## src/rtl/nco_uart.sv

```systemverilog
`timescale 1ns/1ps
module nco_uart #(
  parameter int NCO_W  = 16,
  parameter int DATA_W = 8,
  parameter int OVS    = 16
) (
  input  logic              clk,
  input  logic              rst_n,
  input  logic [NCO_W-1:0]  nco_step,
  input  logic              tx_en,
  input  logic              rx_en,
  input  logic              nf_en,
  input  logic              parity_en,
  input  logic              parity_odd,
  input  logic              sys_loop,
  input  logic              line_loop,
  input  logic [DATA_W-1:0] tx_data,
  input  logic              tx_valid,
  output logic              tx_ready,
  output logic [DATA_W-1:0] rx_data,
  output logic              rx_valid,
  output logic              rx_frame_err,
  output logic              rx_parity_err,
  output logic              rx_break_err,
  output logic              txd,
  input  logic              rxd
);
  localparam int SUB_W = $clog2(OVS);
  localparam int FRM_W = DATA_W + 3;
  localparam int IDX_W = $clog2(FRM_W + 1);
  localparam logic [SUB_W-1:0] SUB_V0   = SUB_W'(OVS/2 - 2);
  localparam logic [SUB_W-1:0] SUB_V1   = SUB_W'(OVS/2 - 1);
  localparam logic [SUB_W-1:0] SUB_DEC  = SUB_W'(OVS/2);
  localparam logic [SUB_W-1:0] SUB_LAST = SUB_W'(OVS - 1);
  localparam logic [IDX_W-1:0] IDX_DATA = IDX_W'(DATA_W);
  localparam logic [IDX_W-1:0] LEN_PAR  = IDX_W'(FRM_W);
  localparam logic [IDX_W-1:0] LEN_NOP  = IDX_W'(FRM_W - 1);

  // rate tick
  logic [NCO_W-1:0] acc;
  logic             tick;
  logic [NCO_W:0]   acc_sum;
  assign acc_sum = {1'b0, acc} + {1'b0, nco_step};

  always_ff @(posedge clk or negedge rst_n)
    if (!rst_n) begin
      acc  <= '0;
      tick <= 1'b0;
    end else begin
      acc  <= acc_sum[NCO_W-1:0];
      tick <= acc_sum[NCO_W];
    end

  // transmitter
  logic [FRM_W-1:0] tx_sh;
  logic [IDX_W-1:0] tx_left;
  logic [SUB_W-1:0] tx_sub;
  logic             tx_busy, tx_bit;

  assign tx_busy  = tx_left != '0;
  assign tx_ready = tx_en && !tx_busy;
  assign tx_bit   = tx_busy ? tx_sh[0] : 1'b1;
  assign txd      = line_loop ? rxd : (sys_loop ? 1'b1 : tx_bit);

  always_ff @(posedge clk or negedge rst_n)
    if (!rst_n) begin
      tx_sh   <= '1;
      tx_left <= '0;
      tx_sub  <= '0;
    end else if (tx_valid && tx_ready) begin
      tx_sh   <= parity_en ? {1'b1, (^tx_data) ^ parity_odd, tx_data, 1'b0}
                           : {2'b11, tx_data, 1'b0};
      tx_left <= parity_en ? LEN_PAR : LEN_NOP;
      tx_sub  <= '0;
    end else if (tick && tx_busy) begin
      tx_sub <= tx_sub + 1'b1;
      if (tx_sub == SUB_LAST) begin
        tx_sh   <= {1'b1, tx_sh[FRM_W-1:1]};
        tx_left <= tx_left - 1'b1;
      end
    end

  // receive line: source select, synchroniser, filter
  logic       rx_src, rx_flt, rx_bit;
  logic [3:0] rs;
  assign rx_src = sys_loop ? tx_bit : rxd;
  assign rx_bit = nf_en ? rx_flt : rs[1];

  always_ff @(posedge clk or negedge rst_n)
    if (!rst_n) begin
      rs     <= '1;
      rx_flt <= 1'b1;
    end else begin
      rs <= {rs[2:0], rx_src};
      if (rs[3:1] == 3'b111)      rx_flt <= 1'b1;
      else if (rs[3:1] == 3'b000) rx_flt <= 1'b0;
    end

  // receiver
  logic              rx_busy, rx_par, maj;
  logic [SUB_W-1:0]  rx_sub;
  logic [IDX_W-1:0]  rx_idx, rx_last;
  logic [1:0]        vote;
  logic [DATA_W-1:0] rx_sh;

  assign maj     = (vote[0] & vote[1]) | (vote[0] & rx_bit) | (vote[1] & rx_bit);
  assign rx_last = parity_en ? IDX_W'(DATA_W + 2) : IDX_W'(DATA_W + 1);
  assign rx_data = rx_sh;

  always_ff @(posedge clk or negedge rst_n)
    if (!rst_n) begin
      rx_busy <= 1'b0;  rx_sub <= '0;  rx_idx <= '0;  vote <= '0;
      rx_sh   <= '0;    rx_par <= 1'b0;
      rx_valid <= 1'b0; rx_frame_err <= 1'b0;
      rx_parity_err <= 1'b0; rx_break_err <= 1'b0;
    end else begin
      rx_valid <= 1'b0; rx_frame_err <= 1'b0;
      rx_parity_err <= 1'b0; rx_break_err <= 1'b0;
      if (!rx_en) rx_busy <= 1'b0;
      else if (tick) begin
        if (!rx_busy) begin
          if (!rx_bit) begin
            rx_busy <= 1'b1;
            rx_sub  <= SUB_W'(1);
            rx_idx  <= '0;
          end
        end else begin
          rx_sub <= rx_sub + 1'b1;
          if (rx_sub == SUB_V0) vote[0] <= rx_bit;
          if (rx_sub == SUB_V1) vote[1] <= rx_bit;
          if (rx_sub == SUB_DEC) begin
            if (rx_idx == '0) begin
              if (maj) rx_busy <= 1'b0;
            end else if (rx_idx <= IDX_DATA) begin
              rx_sh <= {maj, rx_sh[DATA_W-1:1]};
            end else if (rx_idx != rx_last) begin
              rx_par <= maj;
            end else begin
              rx_busy <= 1'b0;
              if (maj) begin
                rx_valid      <= 1'b1;
                rx_parity_err <= parity_en && (rx_par != ((^rx_sh) ^ parity_odd));
              end else begin
                rx_frame_err <= 1'b1;
                rx_break_err <= rx_sh == '0;
              end
            end
          end
          if (rx_sub == SUB_LAST) rx_idx <= rx_idx + 1'b1;
        end
      end
    end
endmodule

```

## config.mk

```make
export PLATFORM = sky130hd
export DESIGN_NAME = nco_uart
export DESIGN_NICKNAME = d
export VERILOG_FILES = /design/src/rtl/nco_uart.sv
export SDC_FILE = /design/constraint.sdc
export NUM_CORES = 1
export LEC_CHECK = 0
export CAP_MARGIN = 10
export CORE_MARGIN = 1.5
export CORE_UTILIZATION = 40
export CTS_CLUSTER_SIZE = 8
export DETAILED_ROUTE_END_ITERATION = 12
export GPL_ROUTABILITY_DRIVEN = 0
export PLACE_DENSITY_LB_ADDON = 0.25
export SLEW_MARGIN = 30
export SYNTH_ARGS = -nofsm -noshare
export SYNTH_HDL_FRONTEND = slang
export SYNTH_SLANG_ARGS = --single-unit
export TNS_END_PERCENT = 20
```

## constraint.sdc

```tcl
create_clock -name clk -period 2.1 [get_ports clk]
set_input_delay 0.63 -clock clk [delete_from_list [all_inputs] [get_ports clk]]
set_output_delay 0.63 -clock clk [all_outputs]
set_load 0.005 [all_outputs]
```

* Word level (Yosys, flattened, before mapping)
Index checks and enable logic that the tools add are counted.
** Word-level totals
- Bits in latches :: 0
- Output and inout port bits :: 14
- Bits in read-only memories :: 0
- Bits in writable memories :: 0
- Memories kept :: 0
- Register bits :: 65
- Input port bits :: 35
** Cells by class
- $mul :: 0
- Bitwise gates (word level) :: 9
- Equality and inequality tests :: 11
- Add/subtract/negate cells :: 5
- $lt $le $gt $ge :: 1
- Multiplexer cells :: 63
- Reduce and logical (&&, ||, !) cells :: 21
- Divide/modulo/power cells :: 0
- Shift-type cells :: 0
** Operator list (count)
- two-way mux 1 bit :: 48
- two-way mux 4 bit :: 10
- two-way mux 11 bit :: 3
- adder 16 x 16 -> 17 bit :: 1
- XOR reduction 8 bit :: 2
- adder 4 x 1 -> 4 bit, second input constant :: 3
- equality test 4 bit, second input constant :: 3
- AND reduction 4 bit :: 3
- two-way mux 10 bit :: 1
- equality test 4 x 3 -> 1 bit, second input constant :: 2
- zero test 8 bit :: 1
- AND reduction 7 bit :: 1
- inequality test 2 x 1 -> 1 bit, second input constant :: 3
- AND reduction 6 bit :: 1
- nonzero test 2 bit :: 3
- less-or-equal comparator 4 bit, second input constant :: 1
- logical AND 1 bit :: 4
- zero test 4 bit :: 1
- inequality test 4 bit :: 1
- nonzero test 4 bit :: 1
- subtractor 4 x 1 -> 4 bit, second input constant :: 1
- AND 1 bit :: 3
- equality test 3 bit, second input constant :: 1
- zero test 3 bit :: 1
- 8 further kinds :: 11

* Logic depth before layout (Yosys ltp)
Gate-level depths: netlist of run 1.
- Word-level depth :: 12
- Mapped depth :: 8
- Depth with buffers taken out :: 8

* Worst setup path after synthesis of run 1
Ideal clock, no wire load.
- Kind :: in2reg
- Start point :: in nco_step[0]
- End point :: reg acc[14]
- Arrival :: 2.061 ns
- Setup time :: 0.111 ns
- Stages on the path :: 8
- Path slack :: -0.073 ns
- Cells stage by stage :: ha_1 -> inv_1 -> fa_1 -> nor2b_4 -> o2111ai_1 -> a21oi_2 -> nor4_1 -> a2111oi_2
** Between the ends
- Word-level cells in the longest chain between the ends :: 1
** Ends and longest elaborated chain
- start, declared :: line 9 : input logic [NCO_W-1:0] nco_step,
- adder 16 x 16 -> 17 bit :: line 43 : assign acc_sum = {1'b0, acc} + {1'b0, nco_step};
- net acc_sum[14] :: line 42 : logic [NCO_W:0] acc_sum;
- end signal, assigned :: line 50 : acc <= acc_sum[NCO_W-1:0];
- end, declared :: line 40 : logic [NCO_W-1:0] acc;
The timed path passes the listed nets, and every way through them passes these cells.
A chain may end at the register's enable or synchronous reset.

* Final worst setup path of run 1
- Start point :: in sys_loop
- End point :: out txd
** Between the ends
- Word-level cells in the longest chain between the ends :: 2
** Ends and longest elaborated chain
- start, declared :: line 15 : input logic sys_loop,
- two-way mux 1 bit (2 in a row) :: line 63 : assign txd = line_loop ? rxd : (sys_loop ? 1'b1 : tx_bit);
- end, declared :: line 25 : output logic txd,
Every way passes these cells.

==> flow_summary.ini, run 1 <==
[cells_and_area]
drive_above_1_share_pct = 28.1
stdcell_area_um2 = 5030
diodes = 0
layout_commonest_cell = buf_4
layout_common_cells = buf_4, dfrtp_1, nand2_1
final_nets = 545
area_growth_pct = 38.6
fillers = 780

[floorplan]
num_rows = 34
ios = 49
dieArea_um2 = 9660
start_util_pct = 41.4
coreArea_um2 = 8760
die-height_um = 98.3
die_w_um = 98.3

[timing]
final_hold_viol_count = 0
period_needed_ns = 2.17
setup-tns-final_ns = -0.144
slew_viol_final = 0
worstMarginPinSlew_ns = 0.365
fmax_ghz = 0.460
min_period_over_period_pct = 103
rsz0062_at_grt = true
slew_headroom_pct = 75.6
setup_viol = 3
clock_skew_ns = 0.00780
layout_setup_ws_ns = -0.0725

[outcome]
violations = setup timing
outcome = finished with violations

[logic_synthesis]
synth_edf_count = 0
synth_seq_cells = 64
synth_seq_area_share_pct = 44.6
synth_cell_types = 56
synth.cell_area_um2 = 3630
syn_nets = 434
synthArstFlopShare_pct = 100
ys.flop_type = dfrtp_1
syn_avg_cell_area_um2 = 9.78
synth_cells = 371
yosysWarnings = 0

[route]
vias = 3031
dr_wl_met3_um = 296
viasPerCell = 5.09
wl_met2_mm = 3.67
wl_per_cell_um = 12.9
wl_met1_mm = 3.64
finalWirelength_mm = 7.68
first_iter_violations = 108
detail-route-antenna-nets = 0
dr.max_layer_used = met4
drc = 0
first_pass_iters = 4

[placement]
dp_hpwl_mm = 5.51
numPortBuffers = 48
place_area_um2 = 4620

[clock_tree]
hold_buffers = 0
cts-root-buf = clkbuf_8
clkSlewWorstSetupHoldPaths_ns = 0.07
clk_path_buf_depth = 2
cts.sinks = 64
numCtsBuffers = 9
clk-insertion-delay-late_ns = 0.34
cts_tree = done
htree_levels = 3

[power_and_ir_drop]
vdd_drop_max_uv = 544
powerDensity_nw_per_um2 = 1200
power.leakage_nw = 2.20
finalPower_w = 0.00603

[global_route]
grt-ovfl-total = 0
grt.total_usage_pct = 16.9
grt_pass1_wl_mm = 13.3
grt_max_degree = 65
antenna_found_initial = 0
grt_pass1_vias = 2967

[worst_hold_path]
min_path_type = input port to asynchronous set/reset pin

[setup_path]
arrival_ns = 1.54
worstSetupStartpointType = input port
critPathCaptureType = output port
crit_family = buffers and inverters
path_class = input port to output port
crit_fanout = 2
cp_data_required_time_ns = 1.47
critical-path-slowest-cell = clkdlybuf4s50_1
path_buf_inv = 2
cpPeakStageDelay_ns = 0.47
path_cells = clkdlybuf4s50_1, nor4_4, a21oi_1, buf_2

[run]
drv_cap = 0
==> worst paths after layout <==
check                        endpoint  slack, ns      from  depth (start not counted)
min in group clk                rs[1]       0.37     rs[0]                          0
max                               txd      -0.07  sys_loop                          4
min reg2reg                     rs[1]       0.37     rs[0]                          0
min                        rx_data[2]       0.29     rst_n                          2
max reg2reg                   acc[14]       0.16    acc[0]                          8
max in group asynchronous    tx_sh[2]       1.46     rst_n                          2
==> area by class of cell <==
type / instances / area [um2] / share of cell area [%]
Multi-Input combinational cell: 274 / 2050 / 40.8
Sequential cell: 64 / 1620 / 32.2
Inverter: 23 / 86.3 / 1.72
Tap cell: 108 / 135 / 2.69
Clock buffer: 10 / 128 / 2.54
Timing Repair Buffer: 110 / 952 / 18.9
Clock inverter: 6 / 60.1 / 1.19
==> Yosys cell counts (all sizes together), types with 2 or more instances <==
master  count  area, um2
and3        4       26.3
dfstp      15        394
nand3b      2       15.0
inv        23       86.3
a31oi      14       87.6
nor3b       3       27.5
dfrtp      49       1230
ha         27        338
o211ai      2       15.0
nand3       8       40.0
xnor2      23        201
or3         2       12.5
nor2       27        101
xor2       10       87.6
a211oi      3       22.5
a21o        6       46.3
clkbuf      2       8.75
a21oi      20        108
nor3        6       30.0
nor2b       3       33.8
o21ai      25        129
mux2i       3       30.0
nand2      52        205
nor4        5       37.5
o21a        3       22.5
mux2        3       33.8
buf         8       48.8
nand4       4       25.0
a22o        4       35.0
==> per-stage QoR <==
step / hold slack, ns / setup WS, ns / utilization [%] / instances
5_1_grt: 0.335 / -0.169 / 57.4 / 595
6_report: 0.294 / -0.0725 / 57.4 / 595
4_1_cts: 0.305 / -0.0590 / 56.7 / 593
3_5_place_dp: 0.351 / -0.548 / 52.7 / 572
2_1_floorplan: 0.334 / -0.0000246 / - / 371
3_3_place_gp: 0.346 / -0.525 / 52.7 / 572
==> metal layers <==
metal / track usage [%] / vias up
li1: - / 1516
met1: 22.0 / 1445
met2: 27.9 / 63
met3: 3.08 / 7
met4: 6.61 / 0
met5: 0 / -
==> power breakdown <==
part / internal (W) / total (W) / switching (W)
registers: 0.00175 / 0.00204 / 0.000296
logic: 0.00161 / 0.00295 / 0.00134
clock network: 0.000542 / 0.00103 / 0.000489
==> what timing repair did <==
| item | CTS | global route |
|---|---|---|
| endpoints found under the setup margin | 10 | 8 |
| pin swaps | 11 | 3 |
| endpoints found under the hold margin | 0 | 0 |
| gates resized for setup | 33 | 12 |
| buffers inserted | 5 | 2 |
==> sequential cells by signal, summed over array words and instances, names as in the netlist, 2 cells and up <==
signal and count:
acc 16, rs 4, rx_data 8, rx_idx 4
rx_sub 4, tx_left 4, tx_sh 10, tx_sub 4
vote 2
==> logic make-up after synthesis <==
logic type / Yosys count / share of synthesized area (%)
xor+xnor: 33 / 7.96
mux: 6 / 1.76
compound gates: 83 / 14.4
fa+ha+maj: 29 / 10.2
flops: 64 / 44.6
simple gates: 123 / 17.1
buf+inv: 33 / 3.96
No activity file was read; power rests on OpenSTA's default activity.
==> inputs of run 2 (changes only) <==
- TNS_END_PERCENT: 20 -> 1
==> results of run 2 <==
Same layout as run 1: the final DEF is identical, and so are final timing and power.
==> inputs of run 3 (changes only) <==
- SLEW_MARGIN: 30 -> 20
==> results of run 3 <==
Same layout as run 1: the final DEF is identical, and so are final timing and power.
